## src/rtl/i2cs_pkg.sv

```systemverilog
package i2cs_pkg;

  localparam int BYTE_BITS = 8;

  localparam logic [1:0] PH_ADDR = 2'd0;
  localparam logic [1:0] PH_RXD  = 2'd1;
  localparam logic [1:0] PH_TXD  = 2'd2;

  typedef enum logic [2:0] {
    EV_IDLE,
    EV_ADDR,
    EV_HOLD,
    EV_ACK,
    EV_RX,
    EV_TXHOLD,
    EV_TX,
    EV_TXACK
  } eng_st_t;

  // Returns 1 when an address byte hits one slot configuration.
  // dc_mask bits set to 1 compare as equal; a zero slot address
  // answers only the general-call write byte.
  function automatic logic slot_match(input logic [7:0] abyte,
                                      input logic [7:0] cfg,
                                      input logic [6:0] dc_mask);
    logic [6:0] diff;
    if (cfg[0]) return 1'b0;
    if ((cfg[7:1] == 7'd0) && abyte[0]) return 1'b0;
    diff = (abyte[7:1] ^ cfg[7:1]) & ~dc_mask;
    return (diff == 7'd0);
  endfunction

endpackage

```

## src/rtl/i2cs_line_sync.sv

```systemverilog
module i2cs_line_sync #(
  parameter int STAGES = 2
) (
  input  logic clk,
  input  logic rst_n,
  input  logic scl_in,
  input  logic sda_in,
  output logic scl_lvl,
  output logic sda_lvl,
  output logic scl_up,
  output logic scl_dn,
  output logic start_seen,
  output logic stop_seen
);
  logic [STAGES-1:0] scl_sh, sda_sh;
  logic scl_d, sda_d;

  always_ff @(posedge clk or negedge rst_n) begin
    if (!rst_n) begin
      scl_sh <= '1;
      sda_sh <= '1;
      scl_d  <= 1'b1;
      sda_d  <= 1'b1;
    end else begin
      scl_sh <= {scl_sh[STAGES-2:0], scl_in};
      sda_sh <= {sda_sh[STAGES-2:0], sda_in};
      scl_d  <= scl_sh[STAGES-1];
      sda_d  <= sda_sh[STAGES-1];
    end
  end

  assign scl_lvl    = scl_sh[STAGES-1];
  assign sda_lvl    = sda_sh[STAGES-1];
  assign scl_up     = scl_lvl & ~scl_d;
  assign scl_dn     = ~scl_lvl & scl_d;
  assign start_seen = scl_lvl & scl_d & sda_d & ~sda_lvl;
  assign stop_seen  = scl_lvl & scl_d & ~sda_d & sda_lvl;

endmodule

```

## src/rtl/i2cs_addr_match.sv

```systemverilog
module i2cs_addr_match
  import i2cs_pkg::*;
#(
  parameter int N_SLOTS = 4,
  localparam int IDX_W = (N_SLOTS > 1) ? $clog2(N_SLOTS) : 1,
  localparam int CFG_W = N_SLOTS * 8
) (
  input  logic [7:0]       abyte,
  input  logic [CFG_W-1:0] cfg,
  input  logic [7:0]       mask0,
  output logic             hit,
  output logic [IDX_W-1:0] idx
);
  logic [N_SLOTS-1:0] raw;

  for (genvar g = 0; g < N_SLOTS; g++) begin : g_slot
    if (g == 0) begin : g_masked
      assign raw[g] = slot_match(abyte, cfg[g*8 +: 8], mask0[7:1]);
    end else begin : g_plain
      assign raw[g] = slot_match(abyte, cfg[g*8 +: 8], 7'd0);
    end
  end

  always_comb begin
    idx = '0;
    for (int i = N_SLOTS - 1; i >= 0; i--) begin
      if (raw[i]) idx = IDX_W'(i);
    end
  end

  assign hit = |raw;

  always_comb begin
    if (hit) begin
      AST_WINNER_MATCHES: assert (raw[idx]) else $error("winner slot does not match");
    end
    for (int j = 0; j < N_SLOTS; j++) begin
      if (hit && (j < int'(idx))) begin
        AST_LOWEST_WINS: assert (!raw[j]) else $error("lower slot skipped");
      end
    end
  end

endmodule

```

## src/rtl/i2cs_engine.sv

```systemverilog
module i2cs_engine
  import i2cs_pkg::*;
#(
  parameter int N_SLOTS     = 4,
  parameter int SYNC_STAGES = 2,
  localparam int IDX_W = (N_SLOTS > 1) ? $clog2(N_SLOTS) : 1,
  localparam int CFG_W = N_SLOTS * 8,
  localparam int CNT_W = $clog2(BYTE_BITS + 1)
) (
  input  logic             clk,
  input  logic             rst_n,
  input  logic             scl_i,
  input  logic             sda_i,
  output logic             scl_oe,
  output logic             sda_oe,
  input  logic             slv_en,
  input  logic [CFG_W-1:0] slot_cfg,
  input  logic [7:0]       slot0_mask,
  input  logic             cmd_cont,
  input  logic             cmd_nack,
  input  logic [7:0]       tx_byte,
  output logic             pend,
  output logic [1:0]       phase,
  output logic [IDX_W-1:0] slot_idx,
  output logic [7:0]       rx_byte
);
  logic scl_lvl, sda_lvl, scl_up, scl_dn, start_ev, stop_ev;

  i2cs_line_sync #(.STAGES(SYNC_STAGES)) i_sync (
    .clk(clk), .rst_n(rst_n), .scl_in(scl_i), .sda_in(sda_i),
    .scl_lvl(scl_lvl), .sda_lvl(sda_lvl), .scl_up(scl_up), .scl_dn(scl_dn),
    .start_seen(start_ev), .stop_seen(stop_ev)
  );

  eng_st_t          st;
  logic [CNT_W-1:0] bit_cnt;
  logic [7:0]       shf;
  logic [7:0]       rx_q;
  logic             rw_q, nak_q, mack_q, pend_q, hold_q, drive_q;
  logic [1:0]       ph_q;
  logic [IDX_W-1:0] idx_q;

  logic             adr_hit;
  logic [IDX_W-1:0] adr_idx;

  i2cs_addr_match #(.N_SLOTS(N_SLOTS)) i_match (
    .abyte(shf), .cfg(slot_cfg), .mask0(slot0_mask),
    .hit(adr_hit), .idx(adr_idx)
  );

  // Named internal events
  logic byte_end, addr_done, rx_done, tx_last, sw_go, sw_stop;
  assign byte_end  = scl_dn && (bit_cnt == CNT_W'(BYTE_BITS));
  assign addr_done = (st == EV_ADDR) && byte_end;
  assign rx_done   = (st == EV_RX) && byte_end;
  assign tx_last   = (st == EV_TX) && scl_dn && (bit_cnt == CNT_W'(BYTE_BITS - 1));
  assign sw_go     = pend_q && cmd_cont;
  assign sw_stop   = pend_q && cmd_nack && !cmd_cont;

  always_ff @(posedge clk or negedge rst_n) begin
    if (!rst_n) begin
      st      <= EV_IDLE;
      bit_cnt <= '0;
      shf     <= '0;
      rx_q    <= '0;
      rw_q    <= 1'b0;
      nak_q   <= 1'b0;
      mack_q  <= 1'b0;
      pend_q  <= 1'b0;
      ph_q    <= PH_ADDR;
      idx_q   <= '0;
      hold_q  <= 1'b0;
      drive_q <= 1'b0;
    end else if (!slv_en || stop_ev) begin
      st      <= EV_IDLE;
      pend_q  <= 1'b0;
      hold_q  <= 1'b0;
      drive_q <= 1'b0;
    end else if (start_ev) begin
      st      <= EV_ADDR;
      bit_cnt <= '0;
      pend_q  <= 1'b0;
      hold_q  <= 1'b0;
      drive_q <= 1'b0;
    end else begin
      case (st)
        EV_IDLE: ;
        EV_ADDR, EV_RX: begin
          if (scl_up && (bit_cnt != CNT_W'(BYTE_BITS))) begin
            shf     <= {shf[6:0], sda_lvl};
            bit_cnt <= bit_cnt + 1'b1;
          end
          if (addr_done) begin
            if (adr_hit) begin
              rx_q   <= shf;
              rw_q   <= shf[0];
              idx_q  <= adr_idx;
              pend_q <= 1'b1;
              ph_q   <= PH_ADDR;
              hold_q <= 1'b1;
              st     <= EV_HOLD;
            end else begin
              st <= EV_IDLE;
            end
          end
          if (rx_done) begin
            rx_q   <= shf;
            pend_q <= 1'b1;
            ph_q   <= PH_RXD;
            hold_q <= 1'b1;
            st     <= EV_HOLD;
          end
        end
        EV_HOLD: begin
          if (sw_go || sw_stop) begin
            drive_q <= sw_go;
            nak_q   <= sw_stop;
            pend_q  <= 1'b0;
            hold_q  <= 1'b0;
            st      <= EV_ACK;
          end
        end
        EV_ACK: begin
          if (scl_dn) begin
            drive_q <= 1'b0;
            bit_cnt <= '0;
            if (nak_q) begin
              st <= EV_IDLE;
            end else if ((ph_q == PH_ADDR) && rw_q) begin
              pend_q <= 1'b1;
              ph_q   <= PH_TXD;
              hold_q <= 1'b1;
              st     <= EV_TXHOLD;
            end else begin
              st <= EV_RX;
            end
          end
        end
        EV_TXHOLD: begin
          if (sw_go) begin
            shf     <= tx_byte;
            drive_q <= ~tx_byte[7];
            bit_cnt <= '0;
            pend_q  <= 1'b0;
            hold_q  <= 1'b0;
            st      <= EV_TX;
          end else if (sw_stop) begin
            pend_q <= 1'b0;
            hold_q <= 1'b0;
            st     <= EV_IDLE;
          end
        end
        EV_TX: begin
          if (tx_last) begin
            drive_q <= 1'b0;
            st      <= EV_TXACK;
          end else if (scl_dn) begin
            shf     <= {shf[6:0], 1'b0};
            drive_q <= ~shf[6];
            bit_cnt <= bit_cnt + 1'b1;
          end
        end
        EV_TXACK: begin
          if (scl_up) mack_q <= ~sda_lvl;
          if (scl_dn) begin
            if (mack_q) begin
              pend_q <= 1'b1;
              ph_q   <= PH_TXD;
              hold_q <= 1'b1;
              st     <= EV_TXHOLD;
            end else begin
              st <= EV_IDLE;
            end
          end
        end
        default: st <= EV_IDLE;
      endcase
    end
  end

  assign scl_oe   = hold_q;
  assign sda_oe   = drive_q;
  assign pend     = pend_q;
  assign phase    = ph_q;
  assign slot_idx = idx_q;
  assign rx_byte  = rx_q;

  AST_HOLD_WHILE_PEND: assert property (@(posedge clk) disable iff (!rst_n)
    pend |-> scl_oe) else $error("pending without clock hold");

  AST_PHASE_CODE_LEGAL: assert property (@(posedge clk) disable iff (!rst_n)
    pend |-> (phase != 2'd3)) else $error("reserved phase code");

  AST_CMD_RELEASES: assert property (@(posedge clk) disable iff (!rst_n)
    (pend && (cmd_cont || cmd_nack)) |=> (!pend && !scl_oe)) else $error("command did not release");

  AST_STOP_IDLES: assert property (@(posedge clk) disable iff (!rst_n)
    stop_ev |=> (!pend && !scl_oe && !sda_oe)) else $error("stop left bus driven");

  AST_DISABLED_QUIET: assert property (@(posedge clk) disable iff (!rst_n)
    !slv_en |=> (!pend && !scl_oe && !sda_oe)) else $error("disabled engine active");

  AST_SDA_MOVES_SCL_LOW: assert property (@(posedge clk) disable iff (!rst_n)
    (slv_en && $past(slv_en) && $changed(sda_oe)) |-> !$past(scl_lvl)) else $error("SDA moved with SCL high");

endmodule

```

## config.mk

```make
export PLATFORM = sky130hd
export DESIGN_NAME = i2cs_engine
export DESIGN_NICKNAME = d
export VERILOG_FILES = /design/src/rtl/i2cs_pkg.sv /design/src/rtl/i2cs_line_sync.sv /design/src/rtl/i2cs_addr_match.sv /design/src/rtl/i2cs_engine.sv
export SDC_FILE = /design/constraint.sdc
export NUM_CORES = 1
export LEC_CHECK = 0
export BUFFER_PORTS_ARGS = -buffer_cell sky130_fd_sc_hd__buf_2
export CORE_MARGIN = 2
export CORE_UTILIZATION = 48
export DETAILED_ROUTE_END_ITERATION = 12
export PLACE_DENSITY = 0.74
export REMOVE_ABC_BUFFERS = 1
export SYNTH_ARGS = -nofsm -noshare
export SYNTH_HDL_FRONTEND = slang
export SYNTH_HIERARCHICAL = 1
export SYNTH_SLANG_ARGS = --single-unit
```

## constraint.sdc

```tcl
create_clock -name clk -period 2.8 [get_ports clk]
set_input_delay 0.56 -clock clk [delete_from_list [all_inputs] [get_ports clk]]
set_output_delay 0.56 -clock clk [all_outputs]
set_load 0.02 [all_outputs]
```

==> results of run 1 <==
## sequential cells by signal, indices dropped and copies added, names as in the netlist
register / count
rx_byte: 8
shf: 8
bit_cnt: 4
st: 3
i_sync/scl_sh: 2
i_sync/sda_sh: 2
phase: 2
slot_idx: 2
i_sync/scl_d: 1
i_sync/sda_d: 1
mack_q: 1
nak_q: 1
rw_q: 1
scl_oe: 1
sda_oe: 1
## cell type report
type                       instances  area, um^2
clock buffer                       7        86.3
clock inverter                     1        5.00
fill                             509        2240
inverter                          14        52.6
multi-input combinational        223        1640
sequential                        38         958
tap                               72        90.1
timing repair buffer              76         400
## through the flow
step	total power (W)	util	std cells	cell area (um^2)	hold slack, ps
6_report	0.00115	0.590	431	3230	357
5_1_grt	0.00122	0.590	431	3230	342
4_1_cts	0.00117	0.590	431	3230	349
3_5_place_dp	0.000772	0.573	423	3140	347
3_3_place_gp	0.000768	0.573	423	3140	346
2_1_floorplan	0.000683	-	275	2650	264
## cells in the mapped netlist, drive strengths merged (5+ instances only)
cell	instances
a21oi	14
a31oi	5
buf	10
dfrtp	32
dfstp	6
inv	14
mux2	20
nand2	30
nand3	7
nand3b	5
nand4	5
nor2	15
nor2b	10
nor3	11
nor4	6
o21ai	15
xnor2	5
xor2	21
## routing by layer
metal  global-route usage  vias to the layer above
met4               0.0690                        0
met1                0.306                     1140
met5                    0                        -
met3               0.0375                        8
li1                     -                     1190
met2                0.351                       70
## worst max path at each step
| stage | end | cells after the start |
|---|---|---|
| after floorplan | rx_byte[0] | 9 |
| final | rx_byte[0] | 9 |
| after CTS | rx_byte[0] | 9 |
| after global routing | rx_byte[3] | 9 |
| after global placement | rx_byte[5] | 10 |
| after detailed placement | rx_byte[0] | 10 |
## layout by cell type (no fill, tap or decap), types with 7 or more instances in the layout
master   Yosys  layout
buf_4        1       8
xor2_1      21      21
nor2b_1     10      10
a21oi_1     13      13
mux2_2      20      20
inv_1       14      14
buf_2        9      68
nor3_1       8       8
nand3_1      7       7
nor2_1      13      13
dfrtp_1     32      32
nand2_1     30      30
o21ai_0     12      12
## critical path, stage by stage (launching register included)
cell and delay (ps):
dfrtp_1 510, xor2_1 220, a222oi_1 320, nand4_1 200, nand4_1 140, nand2_1 80
nor2_1 110, o21ai_1 120, nor2_4 270, mux2_2 380
## where the power goes
| group | leakage (nW) | internal (W) | switching [W] | total (W) |
|---|---|---|---|---|
| sequential | 0.487 | 0.000568 | 0.0000283 | 0.000596 |
| clock | 0.0482 | 0.000199 | 0.000193 | 0.000392 |
| combinational | 1.07 | 0.0000801 | 0.0000849 | 0.000165 |
## logic make-up after synthesis
kind of cell	Yosys count
simple gates	114
flops	38
compound gates	59
mux	22
xor+xnor	26
fa+ha+maj	2
buf+inv	25
==> key figures, run 1 <==
Layout
  – P&R area growth vs syn: 19.4%
  – Layout Nets: 415
  – Diode count: 0
  – Layout cells sized above 1: 0.354

Logic synthesis
  – Mapped Area: 2700 um^2
  – Synth Area in Compound Gates: 0.164
  – Fraction of the mapped netlist area in simple logic gates: 0.257
  – Async SR Flop Fraction: 1.00
  – Post-Synth XOR/XNOR Area: 0.0843
  – Seq/Total Area, Yosys: 0.355
  – Syn avg cell area: 9.45 um^2
  – Ranking of synthesized cells by area: dfrtp_1 30%, mux2_2 8.3%, xor2_1 6.8%
  – Syn Inst Count: 286
  – Post-synth EDFFs: 0
  – Mux cell area share after synthesis: 0.0907
  – Top cell type by total area after synthesis: dfrtp_1
  – Post-Synth Adder-Cell Area: 0.00926
  – Main combinational cell family by area after synthesis: simple AND/OR/NAND/NOR gates
  – Yosys warning total: 6
  – #FFs+latches synth: 38
  – Synth unique cells: 65
  – Yosys top cell area share: 0.296
  – Main synth FF type: dfrtp_1

Detailed routing
  – Metal-1 WL: 3.00 mm
  – Met3 WL: 347 um
  – Drt first pass iters: 4
  – Top sig layer: met4
  – ANT nets after route: 0
  – WL/cell: 14.9 um
  – DRC Markers: 0
  – DR vias/cell: 5.59
  – DRT Wirelength: 6.44 mm
  – Met2 wire length: 3.01 mm
  – Via Count: 2408
  – Initial drt markers: 191

Floorplanning
  – Die extent in x: 79.0 um
  – Full die area: 6250 um^2
  – # rows: 27
  – Floorplan Core Area: 5470 um^2
  – I/O pin total: 70
  – Starting Density: 0.494
  – Die Height: 79.0 um

Timing
  – Ratio of final minimum period to clock period: 0.885
  – Setup_tns: 0 ps
  – Final Max Slew Viols: 0
  – Setup Skew: 3.31 ps
  – Max Fclk: 403 MHz
  – Final setup vio count: 0
  – Tmin final: 2480 ps
  – Fin worst setup slack: 321 ps
  – Unrepaired setup endpoints after global routing: no
  – Hold Violations, Final: 0
  – Rel. slew slack: 0.447
  – Least-Margin Pin Slew: 830 ps

Global routing
  – First-pass GRT wire length: 10.9 mm
  – Initial antenna violation count: 0
  – Tot GR Track Use: 0.220
  – Vias in the first global route: 2324
  – Largest net degree at the start of global routing: 39
  – Grt ovf: 0

Power and ir drop
  – Pwr per Cell Area: 357 nW/um^2
  – Static Leak: 1.61 nW
  – Peak VDD IR: 0.207 mV

Placement
  – Gpl congestion: 0.980
  – Hpwl dp: 4.87 mm
  – Port Buffers: 68
  – Pre-CTS setup slack: 193 ps

Clock tree
  – Clock sinks: 38
  – # hold bufs at CTS: 0
  – CTS tree: yes
  – Clk_lat worst skew: 290 ps
  – Clk root buf: clkbuf_8
  – H-Tree Level Count: 2
  – Post-CTS setup buffer count: 0
  – Clock-pin slew on the worst setup and hold paths: 70 ps
  – Clock Path Buffers: 2
  – Total CTS buffers: 5
  – # resized after CTS: 0

Worst setup path
  – R2r setup slk: 320 ps
  – Max FO, Critical Path: 8
  – Reg2reg path depth: 9
  – Startpoint class of the critical path: flip-flop
  – CP Data Required Time: 2980 ps
  – WS Path Type: reg2reg
  – Worst setup path start: shf[5]
  – FF-to-FF End: rx_byte[0]
  – Crit Reg-Reg Startpoint: shf[5]
  – WP data arrival: 2660 ps
  – Critical Path Sink Type: flip-flop

Hold path
  – HP Class: in2async

Outcome
  – Outcome: finished clean

Flow run
  – Max-Cap Viols: 0
Note: power is estimated with default switching activity, not from simulation.
==> inputs of run 2 (changes only) <==
- SETUP_SLACK_MARGIN: unset -> 0.4
- clock period: 2.8 -> 2.73 ns (I/O delays scaled with it)
==> run 2 against run 1 <==
Sequential share of layout area fell by 1.2 points. Sequential cell count is the same. Maximum frequency up 6.5%. Die area did not move. Core utilization increased by 3.0 points. Power rose by 8.6%. Setup slack better by 82 ps. Clock power increased by 19%. Largest cell class unchanged. Largest power group unchanged.
==> key figures, run 2 (synthesis results as in run 1) <==
Detailed routing
  – DRT Wirelength: 6.68 mm (was 6.44 mm)
  – Drt first pass iters: 4 (unchanged)
  – Initial drt markers: 283 (was 191)
  – ANT nets after route: 0 (unchanged)
  – DRC Markers: 0 (unchanged)
  – WL/cell: 15.2 um (was 14.9 um)
  – DR vias/cell: 5.65 (was 5.59)
  – Via Count: 2482 (was 2408)

Flow run
  – Max-Cap Viols: 0 (unchanged)

Timing
  – Least-Margin Pin Slew: 819 ps (was 830 ps)
  – Tmin final: 2330 ps (was 2480 ps)
  – Final setup vio count: 0 (unchanged)
  – Unrepaired setup endpoints after global routing: yes (was no)
  – Setup Skew: 3.77 ps (was 3.31 ps)
  – Setup_tns: 0 ps (unchanged)
  – Final Max Slew Viols: 0 (unchanged)
  – Ratio of final minimum period to clock period: 0.852 (was 0.885)
  – Hold Violations, Final: 0 (unchanged)
  – Max Fclk: 430 MHz (was 403 MHz)
  – Rel. slew slack: 0.454 (was 0.447)

Global routing
  – Initial antenna violation count: 0 (unchanged)
  – First-pass GRT wire length: 10.9 mm (about the same)
  – Tot GR Track Use: 0.222 (was 0.220)
  – Vias in the first global route: 2239 (was 2324)
  – Largest net degree at the start of global routing: 39 (unchanged)
  – Grt ovf: 0 (unchanged)

Placement
  – Hpwl dp: 4.98 mm (was 4.87 mm)
  – Dpl cells: 424 (was 423)
  – Gpl congestion: 0.977 (was 0.980)
  – Port Buffers: 68 (unchanged)

Layout
  – Layout Nets: 423 (was 415)
  – Most frequent cells in the layout: 68 x buf_2, 29 x nand2_1, 26 x dfrtp_1 (was 68 x buf_2, 32 x dfrtp_1, 30 x nand2_1)
  – Commonest non-fill, non-tap cell in the layout: buf_2 (unchanged)
  – P&R area growth vs syn: 25.5% (was 19.4%)
  – Fillers: 487 (was 509)
  – Fin util: 0.620 (was 0.590)
  – Non-filler cells, final: 439 (was 431)
  – Diode count: 0 (unchanged)
  – Layout cells sized above 1: 0.401 (was 0.354)

Worst setup path
  – Max FO, Critical Path: 8 (unchanged)
  – WP data arrival: 2500 ps (was 2660 ps)
  – Critical Path Sink Type: flip-flop (unchanged)
  – R2r setup slk: 400 ps (was 320 ps)
  – WS Path Type: reg2reg (unchanged)
  – Startpoint class of the critical path: flip-flop (unchanged)
  – CP Data Required Time: 2910 ps (was 2980 ps)

Clock tree
  – Clock sinks: 38 (unchanged)
  – Total CTS buffers: 5 (unchanged)
  – Clk_lat worst skew: 290 ps (about the same)
  – Clock-pin slew on the worst setup and hold paths: 70 ps (about the same)
  – Clock Path Buffers: 2 (unchanged)
  – H-Tree Level Count: 2 (unchanged)
  – Clk root buf: clkbuf_8 (unchanged)
  – # hold bufs at CTS: 0 (unchanged)
  – CTS tree: yes (unchanged)

Floorplanning
  – Die Height: 79.0 um (unchanged)
  – # rows: 27 (unchanged)
  – Starting Density: 0.494 (unchanged)
  – Die extent in x: 79.0 um (unchanged)
  – Floorplan Core Area: 5470 um^2 (unchanged)
  – I/O pin total: 70 (unchanged)
  – Full die area: 6250 um^2 (unchanged)

Power and ir drop
  – Power Total: 0.00125 W (was 0.00115 W)
  – Internal power: 0.000937 W (was 0.000847 W)
  – Pwr per Cell Area: 369 nW/um^2 (was 357 nW/um^2)
  – Sw frac: 0.252 (was 0.266)
  – Static Leak: 1.66 nW (was 1.61 nW)
  – Logic gate share of total power: 0.140 (was 0.143)
  – Peak VDD IR: 0.346 mV (was 0.207 mV)
  – Sequential Power Share: 0.489 (was 0.517)
  – Clk pwr share: 0.371 (was 0.340)
  – P_sw: 0.000316 W (was 0.000307 W)

Outcome
  – Outcome: finished clean (unchanged)

Hold path
  – HP Class: in2async (unchanged)
==> run 2: cell count changes in the layout (fill, tap and decap cells not counted), moves of 6 or more <==
cell     change
mux2_4       +8
dfrtp_1      -6
mux2_2       -8
dfrtp_2      +6
buf_4        +7
==> run 2: worst max-delay path: stages (launching register included) <==
cell	delay, ps
dfrtp_2	450
xor2_1	150
a222oi_1	330
nand4_1	200
nand4_1	160
nand2_2	90
nor2_4	150
o21ai_4	90
nor2_4	130
buf_12	150
mux2_4	300
==> run 2: power groups by stage <==
stage	Clock [W]	Combinational, W	Sequential, W
2_1_floorplan	0	0.0000888	0.000612
3_3_place_gp	0	0.000167	0.000621
3_5_place_dp	0	0.000171	0.000622
4_1_cts	0.000479	0.000175	0.000611
5_1_grt	0.000509	0.000197	0.000616
6_report	0.000465	0.000175	0.000613
==> run 2: cell type report <==
cell class	instances	area, um^2	area share
Multi-Input combinational cell	223	1700	0.502
Sequential cell	38	966	0.285
Inverter	14	52.6	0.0155
Clock buffer	5	68.8	0.0203
Tap cell	72	90.1	0.0266
Clock inverter	3	40.0	0.0118
Timing Repair Buffer	84	473	0.139
==> run 2: worst paths after layout <==
| path | cells after the start | startpoint | end |
|---|---|---|---|
| max | 10 | shf[5] | rx_byte[4] |
| min | 1 | rst_n | rx_byte[5] |
| max in group asynchronous | 1 | rst_n | shf[0] |
| min in group clk | 1 | sda_i | i_sync/sda_sh[0] |
| min reg2reg | 0 | i_sync/scl_sh[0] | i_sync/scl_sh[1] |
| max reg2reg | 10 | shf[5] | rx_byte[4] |
==> run 2: through the flow <==
step	setup slack, ps	area [um^2]	hold WS [ps]
5_1_grt	244	3390	330
2_1_floorplan	444	2650	250
4_1_cts	386	3310	341
3_5_place_dp	126	3140	347
3_3_place_gp	148	3140	346
6_report	403	3390	348
==> run 2: metal layers <==
metal	vias up	wire [um]	track usage	part of all wire
li1	1203	-	-	-
met1	1202	3020	0.315	0.45
met2	73	3230	0.355	0.48
met3	4	385	0.0386	0.058
met4	0	36	0.0517	0.0054
met5	-	0	0	0
==> run 2: what timing repair did <==
action / 4_1_cts / 5_1_grt
buffers inserted: 5 / 2
resized for setup: 8 / 14
pin swaps: 3 / 7
setup endpoints to repair: 9 / 16
==> inputs of run 3 (changes only) <==
- RECOVER_POWER: unset -> 100
- TNS_END_PERCENT: unset -> 20
==> run 3 against run 2 <==
First-iteration DRC count down 6.0%. The run now ends with capacitance limit, slew limit left. Worst hold slack better by 6.1 ps. Critical path depth unchanged. Register-to-register slack worse by 100 ps. Core utilization down 1.5 points. Highest routed layer unchanged. Final area down 2.4%. Sequential cell count unchanged. Power down 0.19%.
==> key figures, run 3 (synthesis results as in run 1) <==
Outcome
  – Outcome: complete, but fails checks (was finished clean)
  – Failing checks: capacitance limit, slew limit

Timing
  – Max Fclk: 412 MHz (was 430 MHz)
  – Setup Skew: 4.91 ps (was 3.77 ps)
  – Ratio of final minimum period to clock period: 0.889 (was 0.852)
  – Least-Margin Pin Slew: 1960 ps (was 819 ps)
  – Final setup vio count: 0 (unchanged)
  – Setup_tns: 0 ps (unchanged)
  – Unrepaired setup endpoints after global routing: yes (unchanged)
  – Final Max Slew Viols: 39 (was 0)
  – Hold Violations, Final: 0 (unchanged)
  – Rel. slew slack: -0.309 (was 0.454)
  – Tmin final: 2430 ps (was 2330 ps)

Power and ir drop
  – Peak VDD IR: 0.347 mV (was 0.346 mV)
  – Static Leak: 1.60 nW (was 1.66 nW)
  – Pwr per Cell Area: 378 nW/um^2 (was 369 nW/um^2)

Clock tree
  – CTS tree: yes (unchanged)
  – # hold bufs at CTS: 0 (unchanged)
  – Clock Path Buffers: 2 (unchanged)
  – Clock-pin slew on the worst setup and hold paths: 70 ps (about the same)
  – Clock sinks: 38 (unchanged)
  – Clk_lat worst skew: 290 ps (about the same)
  – H-Tree Level Count: 2 (unchanged)
  – Total CTS buffers: 5 (unchanged)
  – Clk root buf: clkbuf_8 (unchanged)

Detailed routing
  – WL/cell: 15.1 um (was 15.2 um)
  – ANT nets after route: 0 (unchanged)
  – DR vias/cell: 5.66 (was 5.65)
  – Initial drt markers: 266 (was 283)
  – DRC Markers: 0 (unchanged)
  – Via Count: 2486 (was 2482)
  – DRT Wirelength: 6.62 mm (was 6.68 mm)
  – Drt first pass iters: 4 (unchanged)

Worst setup path
  – Crit-path cells: xor2_1 > a222oi_1 > nand4_1 > nand4_1 > nand2_1 > nor2_4 > o21ai_1 > nor2_4 > buf_12 > mux2_1 (was xor2_1 > a222oi_1 > nand4_1 > nand4_1 > nand2_2 > nor2_4 > o21ai_4 > nor2_4 > buf_12 > mux2_4)
  – Worst stage delay on the critical path: 450 ps (about the same)
  – CP Data Required Time: 2900 ps (was 2910 ps)
  – Max FO, Critical Path: 8 (unchanged)
  – Critical Path Sink Type: flip-flop (unchanged)
  – Crit path buffers/inverters: 1 (unchanged)
  – WS Path Type: reg2reg (unchanged)
  – Startpoint class of the critical path: flip-flop (unchanged)
  – Critical path's top delay family: simple AND/OR/NAND/NOR gates (unchanged)
  – WP data arrival: 2600 ps (was 2500 ps)
  – Slowest cell on the critical path: dfrtp_1 (was dfrtp_2)

Global routing
  – Met3 GRT Util: 0.0386 (unchanged)
  – Vias in the first global route: 2239 (unchanged)
  – Met2 track demand over resource: 0.355 (unchanged)
  – Largest net degree at the start of global routing: 39 (unchanged)
  – M1 GR Usage: 0.315 (unchanged)
  – Grt ovf: 0 (unchanged)
  – Busiest grt layer: met2 (unchanged)
  – Tot GR Track Use: 0.222 (unchanged)
  – First-pass GRT wire length: 10.9 mm (unchanged)
  – Initial antenna violation count: 0 (unchanged)

Layout
  – Layout cells sized above 1: 0.324 (was 0.401)
  – Diode count: 0 (unchanged)
  – Multi-input gate area: 1640 um^2 (was 1700 um^2)
  – Register area: 965 um^2 (was 966 um^2)
  – P&R area growth vs syn: 22.5% (was 25.5%)
  – Non-filler cells, final: 439 (unchanged)
  – Most frequent cells in the layout: 52 x buf_2, 30 x nand2_1, 27 x dfrtp_1 (was 68 x buf_2, 29 x nand2_1, 26 x dfrtp_1)
  – Commonest non-fill, non-tap cell in the layout: buf_2 (unchanged)
  – Fillers: 513 (was 487)
  – Layout Nets: 423 (unchanged)

Floorplanning
  – Starting Density: 0.494 (unchanged)
  – Die extent in x: 79.0 um (unchanged)
  – I/O pin total: 70 (unchanged)
  – Full die area: 6250 um^2 (unchanged)
  – Die Height: 79.0 um (unchanged)
  – Floorplan Core Area: 5470 um^2 (unchanged)
  – # rows: 27 (unchanged)

Flow run
  – Max-Cap Viols: 1 (was 0)

Placement
  – Dpl cells: 424 (unchanged)
  – Hpwl dp: 4.98 mm (unchanged)
  – Port Buffers: 68 (unchanged)
  – Gpl congestion: 0.977 (unchanged)

Hold path
  – HP Class: in2reg (was in2async)
## run 3: power by group
group          leakage [nW]  switching, W  internal, W  total, W
clock                0.0579      0.000197     0.000269  0.000466
combinational          1.06     0.0000885    0.0000842  0.000173
sequential            0.478     0.0000293     0.000583  0.000612
total                  1.60      0.000315     0.000936   0.00125
## run 3: per-stage QoR
step	power, W	instance area, um^2	hold WS, ps	worst slack [ps]	utilization
after floorplan	0.000701	2650	250	444	-
after global placement	0.000788	3140	346	148	0.575
after detailed placement	0.000793	3140	347	126	0.575
after CTS	0.00127	3310	341	386	0.604
after global routing	0.00132	3310	332	134	0.605
final	0.00125	3310	354	304	0.605
## run 3: repair_timing
action / 4_1_cts / 5_1_grt
gates resized for setup: 8 / 12
pin swaps: 3 / 7
setup endpoints to repair: 9 / 16
setup buffers: 5 / 2
## run 3: layout make-up
cell class	instances	share of cell area
multi-input combinational	223	0.496
sequential	38	0.291
clock inverter	3	0.0121
timing repair buffer	84	0.137
inverter	14	0.0159
tap	72	0.0272
clock buffer	5	0.0208
## run 3: routing by layer
metal	share of wire	wire length [um]	up-vias
met5	0	0	-
met4	0.0062	41	0
met3	0.057	380	5
met2	0.49	3210	82
met1	0.45	2980	1192
li1	-	-	1207
## run 3: final timing paths
check	from	end	slack [ps]	cells after the start
max	shf[5]	rx_byte[2]	300	10
min	sda_i	i_sync/sda_sh[0]	350	1
max reg2reg	shf[5]	rx_byte[2]	300	10
min reg2reg	i_sync/scl_sh[0]	i_sync/scl_sh[1]	360	0
max in group asynchronous	rst_n	shf[0]	660	1
min in group asynchronous	rst_n	rx_byte[5]	810	1
